`src/rtl/rtc_por_pkg.sv`:
```
package rtc_por_pkg;
   localparam int REG_W     = 8;
   localparam int BIT_VSEL  = 7;
   localparam int BIT_VFLAG = 6;
   localparam int BIT_OSCOK = 5;
   localparam int BIT_POR   = 4;
   localparam int BIT_WKEN  = 7;
   localparam int BIT_DAYEN = 6;

   typedef struct packed {
      logic       volt_sel;
      logic       volt_flag;
      logic       osc_ok;
      logic       por_flag;
      logic       fout_off;
      logic [2:0] evt_flags;
   } stat_t;
endpackage

```
`src/rtl/rtc_por_decode.sv`:
```
module rtc_por_decode #(
   parameter int ADDR_W = 4,
   parameter int DATA_W = 8,
   parameter int A_TRIM = 7,
   parameter int A_CTL  = 14,
   parameter int A_STAT = 15
) (
   input  logic [ADDR_W-1:0] addr_i,
   input  logic              wr_en_i,
   input  logic [DATA_W-1:0] trim_q_i,
   input  logic [DATA_W-1:0] ctl_q_i,
   input  logic [DATA_W-1:0] stat_q_i,
   output logic              we_trim_o,
   output logic              we_ctl_o,
   output logic              we_stat_o,
   output logic [DATA_W-1:0] rd_data_o
);
   localparam logic [ADDR_W-1:0] AT = ADDR_W'(A_TRIM);
   localparam logic [ADDR_W-1:0] AC = ADDR_W'(A_CTL);
   localparam logic [ADDR_W-1:0] AS = ADDR_W'(A_STAT);

   logic hit_t, hit_c, hit_s;

   assign hit_t = (addr_i == AT);
   assign hit_c = (addr_i == AC);
   assign hit_s = (addr_i == AS);

   assign we_trim_o = wr_en_i && hit_t;
   assign we_ctl_o  = wr_en_i && hit_c;
   assign we_stat_o = wr_en_i && hit_s;

   always_comb begin
      rd_data_o = '0;
      if (hit_t)      rd_data_o = trim_q_i;
      else if (hit_c) rd_data_o = ctl_q_i;
      else if (hit_s) rd_data_o = stat_q_i;
   end
endmodule

```
`src/rtl/rtc_por_cfg.sv`:
```
module rtc_por_cfg #(
   parameter int                DATA_W  = 8,
   parameter logic [DATA_W-1:0] WR_MASK = '1
) (
   input  logic              clk,
   input  logic              rst_n,
   input  logic              clr_i,
   input  logic              we_i,
   input  logic [DATA_W-1:0] wd_i,
   output logic [DATA_W-1:0] q_o
);
   logic [DATA_W-1:0] q_r;

   always_ff @(posedge clk or negedge rst_n) begin
      if (!rst_n)     q_r <= '0;
      else if (clr_i) q_r <= '0;
      else if (we_i)  q_r <= wd_i & WR_MASK;
   end

   assign q_o = q_r;

   assert_cfg_clear_R3: assert property (@(posedge clk) disable iff (!rst_n)
      clr_i |=> (q_o == '0));

   assert_cfg_mask_R8: assert property (@(posedge clk) disable iff (!rst_n)
      (we_i && !clr_i) |=> (q_o == ($past(wd_i) & WR_MASK)));
endmodule

```
`src/rtl/rtc_por_stat.sv`:
```
module rtc_por_stat
   import rtc_por_pkg::*;
#(
   parameter bit OSC_OK_RST = 1'b0
) (
   input  logic             clk,
   input  logic             rst_n,
   input  logic             por_evt_i,
   input  logic             osc_stop_i,
   input  logic             vdrop_i,
   input  logic             we_i,
   input  logic [REG_W-1:0] wd_i,
   output logic [REG_W-1:0] q_o
);
   stat_t st, st_d;

   always_comb begin
      st_d = st;
      if (we_i) begin
         st_d.volt_sel  = wd_i[BIT_VSEL];
         if (!wd_i[BIT_VFLAG]) st_d.volt_flag = 1'b0;
         st_d.osc_ok    = wd_i[BIT_OSCOK];
         if (!wd_i[BIT_POR])   st_d.por_flag  = 1'b0;
         st_d.fout_off  = wd_i[3];
         st_d.evt_flags = wd_i[2:0];
      end
      if (por_evt_i) begin
         st_d.volt_sel  = 1'b0;
         st_d.volt_flag = 1'b0;
         st_d.por_flag  = 1'b1;
         st_d.fout_off  = 1'b0;
         st_d.evt_flags = '0;
      end
      if (vdrop_i)    st_d.volt_flag = 1'b1;
      if (osc_stop_i) st_d.osc_ok    = 1'b0;
   end

   always_ff @(posedge clk or negedge rst_n) begin
      if (!rst_n) begin
         st          <= '0;
         st.por_flag <= 1'b1;
         st.osc_ok   <= OSC_OK_RST;
      end else begin
         st <= st_d;
      end
   end

   assign q_o = st;

   assert_por_set_R2: assert property (@(posedge clk) disable iff (!rst_n)
      por_evt_i |=> q_o[BIT_POR]);

   assert_por_hold_R4: assert property (@(posedge clk) disable iff (!rst_n)
      (q_o[BIT_POR] && !(we_i && !wd_i[BIT_POR])) |=> q_o[BIT_POR]);

   assert_por_clear_R4: assert property (@(posedge clk) disable iff (!rst_n)
      (we_i && !wd_i[BIT_POR] && !por_evt_i) |=> !q_o[BIT_POR]);

   assert_stat_clear_R3: assert property (@(posedge clk) disable iff (!rst_n)
      (por_evt_i && !vdrop_i) |=> (q_o[7:6] == 2'b00 && q_o[3:0] == 4'h0));

   assert_osc_stop_R6: assert property (@(posedge clk) disable iff (!rst_n)
      osc_stop_i |=> !q_o[BIT_OSCOK]);

   assert_osc_hold_R6: assert property (@(posedge clk) disable iff (!rst_n)
      (!q_o[BIT_OSCOK] && !(we_i && wd_i[BIT_OSCOK])) |=> !q_o[BIT_OSCOK]);

   assert_vflag_set_R7: assert property (@(posedge clk) disable iff (!rst_n)
      vdrop_i |=> q_o[BIT_VFLAG]);
endmodule

```
`src/rtl/rtc_por_regs.sv`:
```
module rtc_por_regs
   import rtc_por_pkg::*;
#(
   parameter int ADDR_W     = 4,
   parameter int DATA_W     = 8,
   parameter int A_TRIM     = 7,
   parameter int A_CTL      = 14,
   parameter int A_STAT     = 15,
   parameter bit OSC_OK_RST = 1'b0,
   parameter bit OE_REG     = 1'b0
) (
   input  logic              clk,
   input  logic              rst_n,
   input  logic [ADDR_W-1:0] addr_i,
   input  logic              wr_en_i,
   input  logic [DATA_W-1:0] wr_data_i,
   output logic [DATA_W-1:0] rd_data_o,
   input  logic              por_evt_i,
   input  logic              osc_stop_i,
   input  logic              vdrop_i,
   output logic [DATA_W-1:0] trim_q_o,
   output logic [DATA_W-1:0] ctl_q_o,
   output logic [DATA_W-1:0] stat_q_o,
   output logic              irq_oe_o
);
   localparam int                NADDR     = 2 ** ADDR_W;
   localparam logic [DATA_W-1:0] TRIM_MASK = {1'b0, {(DATA_W-1){1'b1}}};

   initial begin
      if (DATA_W != REG_W)
         $fatal(1, "rtc_por_regs: DATA_W must equal %0d", REG_W);
      if (A_TRIM >= NADDR || A_CTL >= NADDR || A_STAT >= NADDR)
         $fatal(1, "rtc_por_regs: register address outside address space");
      if (A_TRIM == A_CTL || A_TRIM == A_STAT || A_CTL == A_STAT)
         $fatal(1, "rtc_por_regs: register addresses must differ");
   end

   logic we_trim, we_ctl, we_stat;
   logic alarm_en;

   rtc_por_decode #(
      .ADDR_W(ADDR_W), .DATA_W(DATA_W),
      .A_TRIM(A_TRIM), .A_CTL(A_CTL), .A_STAT(A_STAT)
   ) u_dec (
      .addr_i    (addr_i),
      .wr_en_i   (wr_en_i),
      .trim_q_i  (trim_q_o),
      .ctl_q_i   (ctl_q_o),
      .stat_q_i  (stat_q_o),
      .we_trim_o (we_trim),
      .we_ctl_o  (we_ctl),
      .we_stat_o (we_stat),
      .rd_data_o (rd_data_o)
   );

   rtc_por_cfg #(.DATA_W(DATA_W), .WR_MASK(TRIM_MASK)) u_trim (
      .clk   (clk),
      .rst_n (rst_n),
      .clr_i (por_evt_i),
      .we_i  (we_trim),
      .wd_i  (wr_data_i),
      .q_o   (trim_q_o)
   );

   rtc_por_cfg #(.DATA_W(DATA_W), .WR_MASK('1)) u_ctl (
      .clk   (clk),
      .rst_n (rst_n),
      .clr_i (por_evt_i),
      .we_i  (we_ctl),
      .wd_i  (wr_data_i),
      .q_o   (ctl_q_o)
   );

   rtc_por_stat #(.OSC_OK_RST(OSC_OK_RST)) u_stat (
      .clk        (clk),
      .rst_n      (rst_n),
      .por_evt_i  (por_evt_i),
      .osc_stop_i (osc_stop_i),
      .vdrop_i    (vdrop_i),
      .we_i       (we_stat),
      .wd_i       (wr_data_i),
      .q_o        (stat_q_o)
   );

   assign alarm_en = ctl_q_o[BIT_WKEN] | ctl_q_o[BIT_DAYEN];

   generate
      if (OE_REG) begin : g_oe_reg
         logic oe_r;
         always_ff @(posedge clk or negedge rst_n) begin
            if (!rst_n)         oe_r <= 1'b0;
            else if (por_evt_i) oe_r <= 1'b0;
            else                oe_r <= !stat_q_o[BIT_POR] && alarm_en;
         end
         assign irq_oe_o = oe_r;
      end else begin : g_oe_comb
         assign irq_oe_o = !stat_q_o[BIT_POR] && alarm_en;
      end
   endgenerate

   assert_oe_gated_R11: assert property (@(posedge clk) disable iff (!rst_n)
      irq_oe_o |-> !stat_q_o[BIT_POR]);

   assert_por_wins_R5: assert property (@(posedge clk) disable iff (!rst_n)
      (por_evt_i && we_stat && !wr_data_i[BIT_POR]) |=> stat_q_o[BIT_POR]);

   assert_trim_msb_R8: assert property (@(posedge clk) disable iff (!rst_n)
      we_trim |=> !trim_q_o[DATA_W-1]);
endmodule

```
`config.mk`:
```
export PLATFORM = sky130hd
export DESIGN_NAME = rtc_por_regs
export DESIGN_NICKNAME = d
export VERILOG_FILES = /design/src/rtl/rtc_por_pkg.sv /design/src/rtl/rtc_por_decode.sv /design/src/rtl/rtc_por_cfg.sv /design/src/rtl/rtc_por_stat.sv /design/src/rtl/rtc_por_regs.sv
export SDC_FILE = /design/constraint.sdc
export NUM_CORES = 1
export LEC_CHECK = 0
export BUFFER_PORTS_ARGS = -buffer_cell sky130_fd_sc_hd__buf_2
export CAP_MARGIN = 20
export CORE_MARGIN = 2
export CORE_UTILIZATION = 45
export CTS_BUF_LIST = sky130_fd_sc_hd__clkbuf_4 sky130_fd_sc_hd__clkbuf_8 sky130_fd_sc_hd__clkbuf_16
export DETAILED_ROUTE_END_ITERATION = 10
export PLACE_DENSITY = 0.83
export SLEW_MARGIN = 20
export SYNTH_ARGS = -nofsm -noshare
export SYNTH_HDL_FRONTEND = slang
export SYNTH_SLANG_ARGS = --single-unit
```
`constraint.sdc`:
```
create_clock -name clk -period 1.05 [get_ports clk]
set_input_delay 0.105 -clock clk [delete_from_list [all_inputs] [get_ports clk]]
set_output_delay 0.105 -clock clk [all_outputs]
set_load 0.05 [all_outputs]
```
==> results of run 1 <==
==> critical path, delay by kind of cell (launching register included) <==
kind | cells | cell delay (ns)
AOI/OAI and AO/OA | 1 | 0.47
DFF | 1 | 0.45
buffers and inverters | 2 | 0.26
==> per-stage QoR <==
stage / hold slack [ns] / setup slack [ns] / instances
after floorplan: -0.191 / -0.127 / 118
after global placement: 0.0940 / -0.237 / 213
final: 0.0318 / -0.573 / 230
after detailed placement: 0.105 / -0.271 / 213
after CTS: 0.0552 / -0.455 / 221
after global routing: 0.0379 / -0.603 / 230
==> cells in the final DEF (no fill, tap or decap), types with 2 or more instances in the layout <==
cell type | Yosys | routed
nor2_1 | 4 | 3
inv_2 | 0 | 7
a222oi_1 | 7 | 7
nand2_1 | 31 | 31
buf_6 | 2 | 33
buf_8 | 0 | 24
dfrtp_2 | 0 | 22
nand2b_1 | 2 | 2
mux2i_1 | 21 | 21
clkbuf_4 | 0 | 4
buf_2 | 0 | 17
buf_4 | 2 | 11
==> cells in the mapped netlist <==
library cell / n
nand2_1: 31
dfrtp_1: 22
mux2i_1: 21
inv_1: 8
a222oi_1: 7
clkbuf_1: 4
nor2_1: 4
a21oi_1: 2
buf_4: 2
buf_6: 2
nand2b_1: 2
a22o_1: 1
and2_1: 1
and2_4: 1
and4_2: 1
and4b_1: 1
and4b_2: 1
clkbuf_2: 1
conb_1: 1
dfstp_2: 1
nand2_2: 1
nand3_1: 1
o31ai_1: 1
or2_1: 1
==> state kept, by name, indices dropped and copies added (netlist names) <==
register and flops:
u_trim.q_o 7, u_ctl.q_o 8, u_stat.q_o 8
==> cells by family after synthesis <==
group,share of synthesized area (%)
compound gates,8.15
simple gates,17.6
flops,48.8
mux,17.8
buf+inv,7.41
other cells,0.317
==> worst max-delay path by stage <==
| stage | start | to | slack, ns | cells after the start |
|---|---|---|---|---|
| 5_1_grt | u_stat.q_o[5] | rd_data_o[5] | -0.60 | 3 |
| 6_report | u_stat.q_o[5] | rd_data_o[5] | -0.57 | 3 |
| 2_1_floorplan | u_stat.q_o[4] | rd_data_o[4] | -0.13 | 2 |
| 3_5_place_dp | addr_i[2] | rd_data_o[3] | -0.27 | 5 |
| 3_3_place_gp | addr_i[2] | rd_data_o[1] | -0.24 | 5 |
| 4_1_cts | u_stat.q_o[4] | rd_data_o[4] | -0.46 | 3 |
==> final cells by class <==
type                    count  area [µm²]  share of cell area, %
repair buffers             87         930                   42.8
flip-flops and latches     23         608                   28.0
multi-input cells          78         538                   24.8
well taps                  30        37.5                   1.73
clock buffers               4        30.0                   1.38
inverters                   8        30.0                   1.38
==> per-layer routing <==
layer,share of wire [%],wire length (µm)
met1,35,1660
met2,51,2420
met3,9.0,428
met4,5.3,251
met5,0,0
==> power groups by stage <==
stage | sequential (mW) | combinational [mW] | clock [mW]
after floorplan | 0.975 | 0.0948 | 0
after detailed placement | 0.926 | 0.255 | 0
after CTS | 0.911 | 0.306 | 0.439
final | 0.913 | 0.335 | 0.469
after global placement | 0.925 | 0.247 | 0
after global routing | 0.914 | 0.350 | 0.509
==> timing repair <==
| item | CTS | global route |
|---|---|---|
| setup buffers | 6 | 19 |
| hold buffers | 1 | 0 |
| setup endpoints to repair | 32 | 32 |
| endpoints found under the hold margin | 22 | 0 |
| resized for setup | 111 | 14 |
| cloned | 0 | 0 |
| pin swaps | 7 | 5 |
==> results.yml, run 1 <==
pwr:
  comb_power_share_pct: 19.5
  p_switching_mw: 0.502
  leakagePower_nw: 1.10
  p_per_area_nw_per_um2: 790
  netSwitchingFraction_pct: 29.3
  internal_power_mw: 1.21
  p_clk_share_pct: 27.3
  ir_worst_vdd_uv: 934
  pwr-share-seq_pct: 53.2
  p_total_mw: 1.72
detailed_routing:
  firstDrtPassIters: 5
  initialDrtViolationCount: 124
  drtAntennaViolNets: 0
  post_drt_wl_per_cell_um: 20.7
  routed_wl_um: 4760
  num_vias: 1340
  vias_per_cell: 5.83
  drc: 0
global_route:
  globalRouteMet1Util_pct: 36.2
  use_met3_pct: 3.51
  grt_use_total_pct: 28.0
  gr-total-overflow: 0
  antenna_found_initial: 0
  grt_pass1_wl_um: 6620
  grt_pass1_vias: 1326
  met2_usage_pct: 47.1
  busiest_layer: "met2"
  grt_max_degree: 31
placement:
  port_buffers: 49
  placed_cell_area_um2: 1650
  gp_congestion: 0.831
  dp_hpwl_um: 2380
worst_hold_path:
  min_to: "u_stat.q_o[5]"
  min_path_type: "in2reg"
  hold_depth: 3
  hp-start: "osc_stop_i"
floorplanning:
  dieArea_um2: 3050
  die_x_um: 55.3
  start_util_pct: 47.7
  io_pins: 51
  coreArea_um2: 2480
  num_rows: 18
  die_y_um: 55.3
clock_tree:
  cts_made_buffers: 3
  clk_latency_ns: 0.33
  cts_tree: "done"
  clkTransAtPathRegs_ns: 0.13
  clockBufferDepth: 2
  htreeDepth: 1
  cts_root_buf: "clkbuf_4"
  cts_sinks: 23
timing:
  setup_ws_ns: -0.573
  period_share_pct: 155
  tns_ns: -6.49
  fmax_mhz: 616
  setup_viol: 32
  fin_crit_ns: 1.62
  final_max_slew_viol_count: 0
  rsz0062_at_grt: "true"
  worst_pin_slew_ns: 0.535
  fin_skew_ns: 0
  finalHoldViolations: 0
  relSlewSlack_pct: 64.3
final_layout:
  post-route-util_pct: 87.7
  antenna_cells: 0
  fillCellCount: 103
  nets: 219
  layout-drive-gt1-share_pct: 63.5
  area_growth_pct: 83.8
  final_area_um2: 2170
yosys:
  synth_top_area_cell: "dfrtp_1"
  synth_area_leaders: "dfrtp_1 47%, mux2i_1 18%, nand2_1 9.8%"
  synth_area_um2: 1180
  synthCells: 118
  yosysWarnings: 0
  synth.distinct_cells: 24
  synth_top_area_share_pct: 46.6
  syn_avg_cell_area_um2: 10.0
  ys_ff_latch: 23
  ys_seq_area_share_pct: 48.8
  syn_nets: 136
critical_path:
  critical-path-slowest-cell: "a222oi_1"
  critPathMaxStageDelay_ns: 0.47
  start_kind: "register"
  crit_arrival_ns: 1.52
  crit_type: "reg2out"
  worstPathMaxFanout: 2
  r2r_cells: 4
  rrSetupSlack_ns: 0.03
  path_cells: "a222oi_1 > inv_2 > buf_6"
  cp-end-kind: "primary output"
  required_ns: 0.94
  reg2reg_to: "u_stat.q_o[6]"
  regToRegStartpoint: "u_stat.q_o[6]"
outcome:
  violations: "setup timing"
  outcome: "finished with violations"
run:
  max_cap_viol_count: 0
Power figures use the tool's default switching activity.
==> run 2: changes to the inputs <==
--- a/config.mk
+++ b/config.mk
@@ -8,11 +8,10 @@
 export BUFFER_PORTS_ARGS = -buffer_cell sky130_fd_sc_hd__buf_2
 export CAP_MARGIN = 20
 export CORE_MARGIN = 2
-export CORE_UTILIZATION = 45
+export CORE_UTILIZATION = 46
 export CTS_BUF_LIST = sky130_fd_sc_hd__clkbuf_4 sky130_fd_sc_hd__clkbuf_8 sky130_fd_sc_hd__clkbuf_16
 export DETAILED_ROUTE_END_ITERATION = 10
-export PLACE_DENSITY = 0.83
-export SLEW_MARGIN = 20
+export PLACE_DENSITY = 0.85
 export SYNTH_ARGS = -nofsm -noshare
 export SYNTH_HDL_FRONTEND = slang
 export SYNTH_SLANG_ARGS = --single-unit
==> run 2 against run 1 <==
Compared with the run above: the flow still finishes with violations (setup timing); sequential share of layout area is 0.43 points higher; die area is 2.0% lower; routed wire length is 7.4% lower; critical path depth stayed put; via count is 3.1% lower; setup slack better by 0.0072 ns; flip-flop and latch count stayed put; largest cell class unchanged.
==> results.yml, run 2 (synthesized netlist as in run 1, its figures left out) <==
timing:
  finalHoldViolations: 0
  relSlewSlack_pct: 65.1
  period_share_pct: 154
  setup_viol: 30
  fin_skew_ns: 0
  fmax_mhz: 619
  fin_crit_ns: 1.62
  final_max_slew_viol_count: 0
  rsz0062_at_grt: "true"
  setup_ws_ns: -0.566
  worst_pin_slew_ns: 0.523
run:
  max_cap_viol_count: 0
detailed_routing:
  routed_wl_um: 4410
  initialDrtViolationCount: 77
  drtAntennaViolNets: 0
  vias_per_cell: 5.77
  num_vias: 1298
  post_drt_wl_per_cell_um: 19.6
  drc: 0
  firstDrtPassIters: 4
final_layout:
  fillCellCount: 119
  area_growth_pct: 81.1
  layout-drive-gt1-share_pct: 62.6
  antenna_cells: 0
  final_common_cell: "buf_6"
  most-common-layout-cells: "34 x buf_6, 30 x nand2_1, 23 x buf_8"
  finalNonFillerCells: 225
  nets: 214
critical_path:
  worstPathMaxFanout: 2
  path_cells: "a222oi_1 > inv_2 > buf_6"
  cp-end-kind: "primary output"
  crit_start: "u_stat.q_o[1]"
  critPathMaxStageDelay_ns: 0.47
  critPathTopFamily: "compound AO/OA/AOI/OAI gates"
  worst-path-buf-inv: 2
  crit_type: "reg2out"
  required_ns: 0.94
  regToRegStartpoint: "u_stat.q_o[2]"
  crit_arrival_ns: 1.51
  critical-path-slowest-cell: "a222oi_1"
  start_kind: "register"
clock_tree:
  clk_latency_ns: 0.32
  cts_root_buf: "clkbuf_4"
  cts_made_buffers: 3
  clkTransAtPathRegs_ns: 0.14
  cts_tree: "done"
  clockBufferDepth: 2
  cts_sinks: 23
  htreeDepth: 1
placement:
  gp_congestion: 0.734
  dp_hpwl_um: 2340
  port_buffers: 49
  post-place-ws_ns: -0.274
  dp_cells: 210
floorplanning:
  io_pins: 51
  die_y_um: 54.7
  num_rows: 18
  dieArea_um2: 2990
  coreArea_um2: 2450
  die_x_um: 54.7
  start_util_pct: 48.2
global_route:
  grt_pass1_vias: 1303
  gr-total-overflow: 0
  grt_use_total_pct: 29.0
  antenna_found_initial: 0
  grt_max_degree: 31
  grt_pass1_wl_um: 6010
pwr:
  leakagePower_nw: 1.07
  p_per_area_nw_per_um2: 780
  ir_worst_vdd_uv: 650
outcome:
  outcome: "finished with violations"
  violations: "setup timing"
worst_hold_path:
  hp-start: "osc_stop_i"
  min_path_type: "in2reg"
-- run 2: cell types whose count changed in the layout (fill, tap and decap cells not counted) --
cell,previous run,this run
a21oi_1,1,2
clkbuf_4,4,3
nand2_1,31,30
a21oi_2,1,0
clkinv_2,0,1
nand2_2,1,2
buf_4,11,5
buf_8,24,23
buf_6,33,34
buf_12,1,2
-- run 2: timing repair --
action | CTS | global route
endpoints found under the hold margin | 22 | 0
buffers inserted | 4 | 15
hold buffers | 1 | 0
endpoints found under the setup margin | 32 | 32
pin swaps | 8 | 9
gates resized for setup | 105 | 16
-- run 2: worst min-delay path, stage by stage --
cell	delay, ns
buf_2	0.08
nand2b_1	0.09
mux2i_1	0.06
-- run 2: area by class of cell --
| type | count | area (µm²) | area share, % |
|---|---|---|---|
| Timing Repair Buffer | 82 | 901 | 42.1 |
| Sequential cell | 23 | 608 | 28.4 |
| Multi-Input combinational cell | 78 | 537 | 25.1 |
| Tap cell | 30 | 37.5 | 1.75 |
| Inverter | 8 | 30.0 | 1.40 |
| Clock buffer | 3 | 22.5 | 1.05 |
| Clock inverter | 1 | 5.00 | 0.234 |
-- run 2: final timing paths --
path                       cells past startpoint  slack [ns]       endpoint
setup / recovery                               3       -0.57   rd_data_o[1]
max in group asynchronous                      2        0.35  u_trim.q_o[0]
min in group asynchronous                      2        0.31   u_ctl.q_o[3]
hold reg to reg                                2        0.58   u_ctl.q_o[3]
hold / removal                                 3        0.04  u_stat.q_o[5]
setup reg to reg                               5        0.02  u_stat.q_o[2]
-- run 2: per-layer routing --
metal / track usage, % / vias up / routed length (µm)
li1: - / 559 / -
met3: 3.83 / 12 / 364
met4: 14.6 / 0 / 125
met1: 32.8 / 637 / 1450
met2: 52.4 / 90 / 2470
met5: 0 / - / 0
-- run 2: metrics by stage --
step	area [µm²]	setup TNS, ns	hold slack, ns	utilization (%)	power (mW)
5_1_grt	2140	-6.92	0.0471	87.2	1.72
3_5_place_dp	1640	-3.26	0.103	66.7	1.18
6_report	2140	-6.02	0.0400	87.2	1.67
3_3_place_gp	1640	-2.45	0.0949	66.7	1.17
4_1_cts	2050	-5.13	0.0357	83.4	1.64
2_1_floorplan	1220	-0.862	-0.191	-	1.07
-- run 2: power breakdown --
part | total [mW] | switching [mW] | internal (mW)
Sequential | 0.913 | 0.0117 | 0.901
Clock | 0.427 | 0.285 | 0.142
Combinational | 0.329 | 0.192 | 0.137
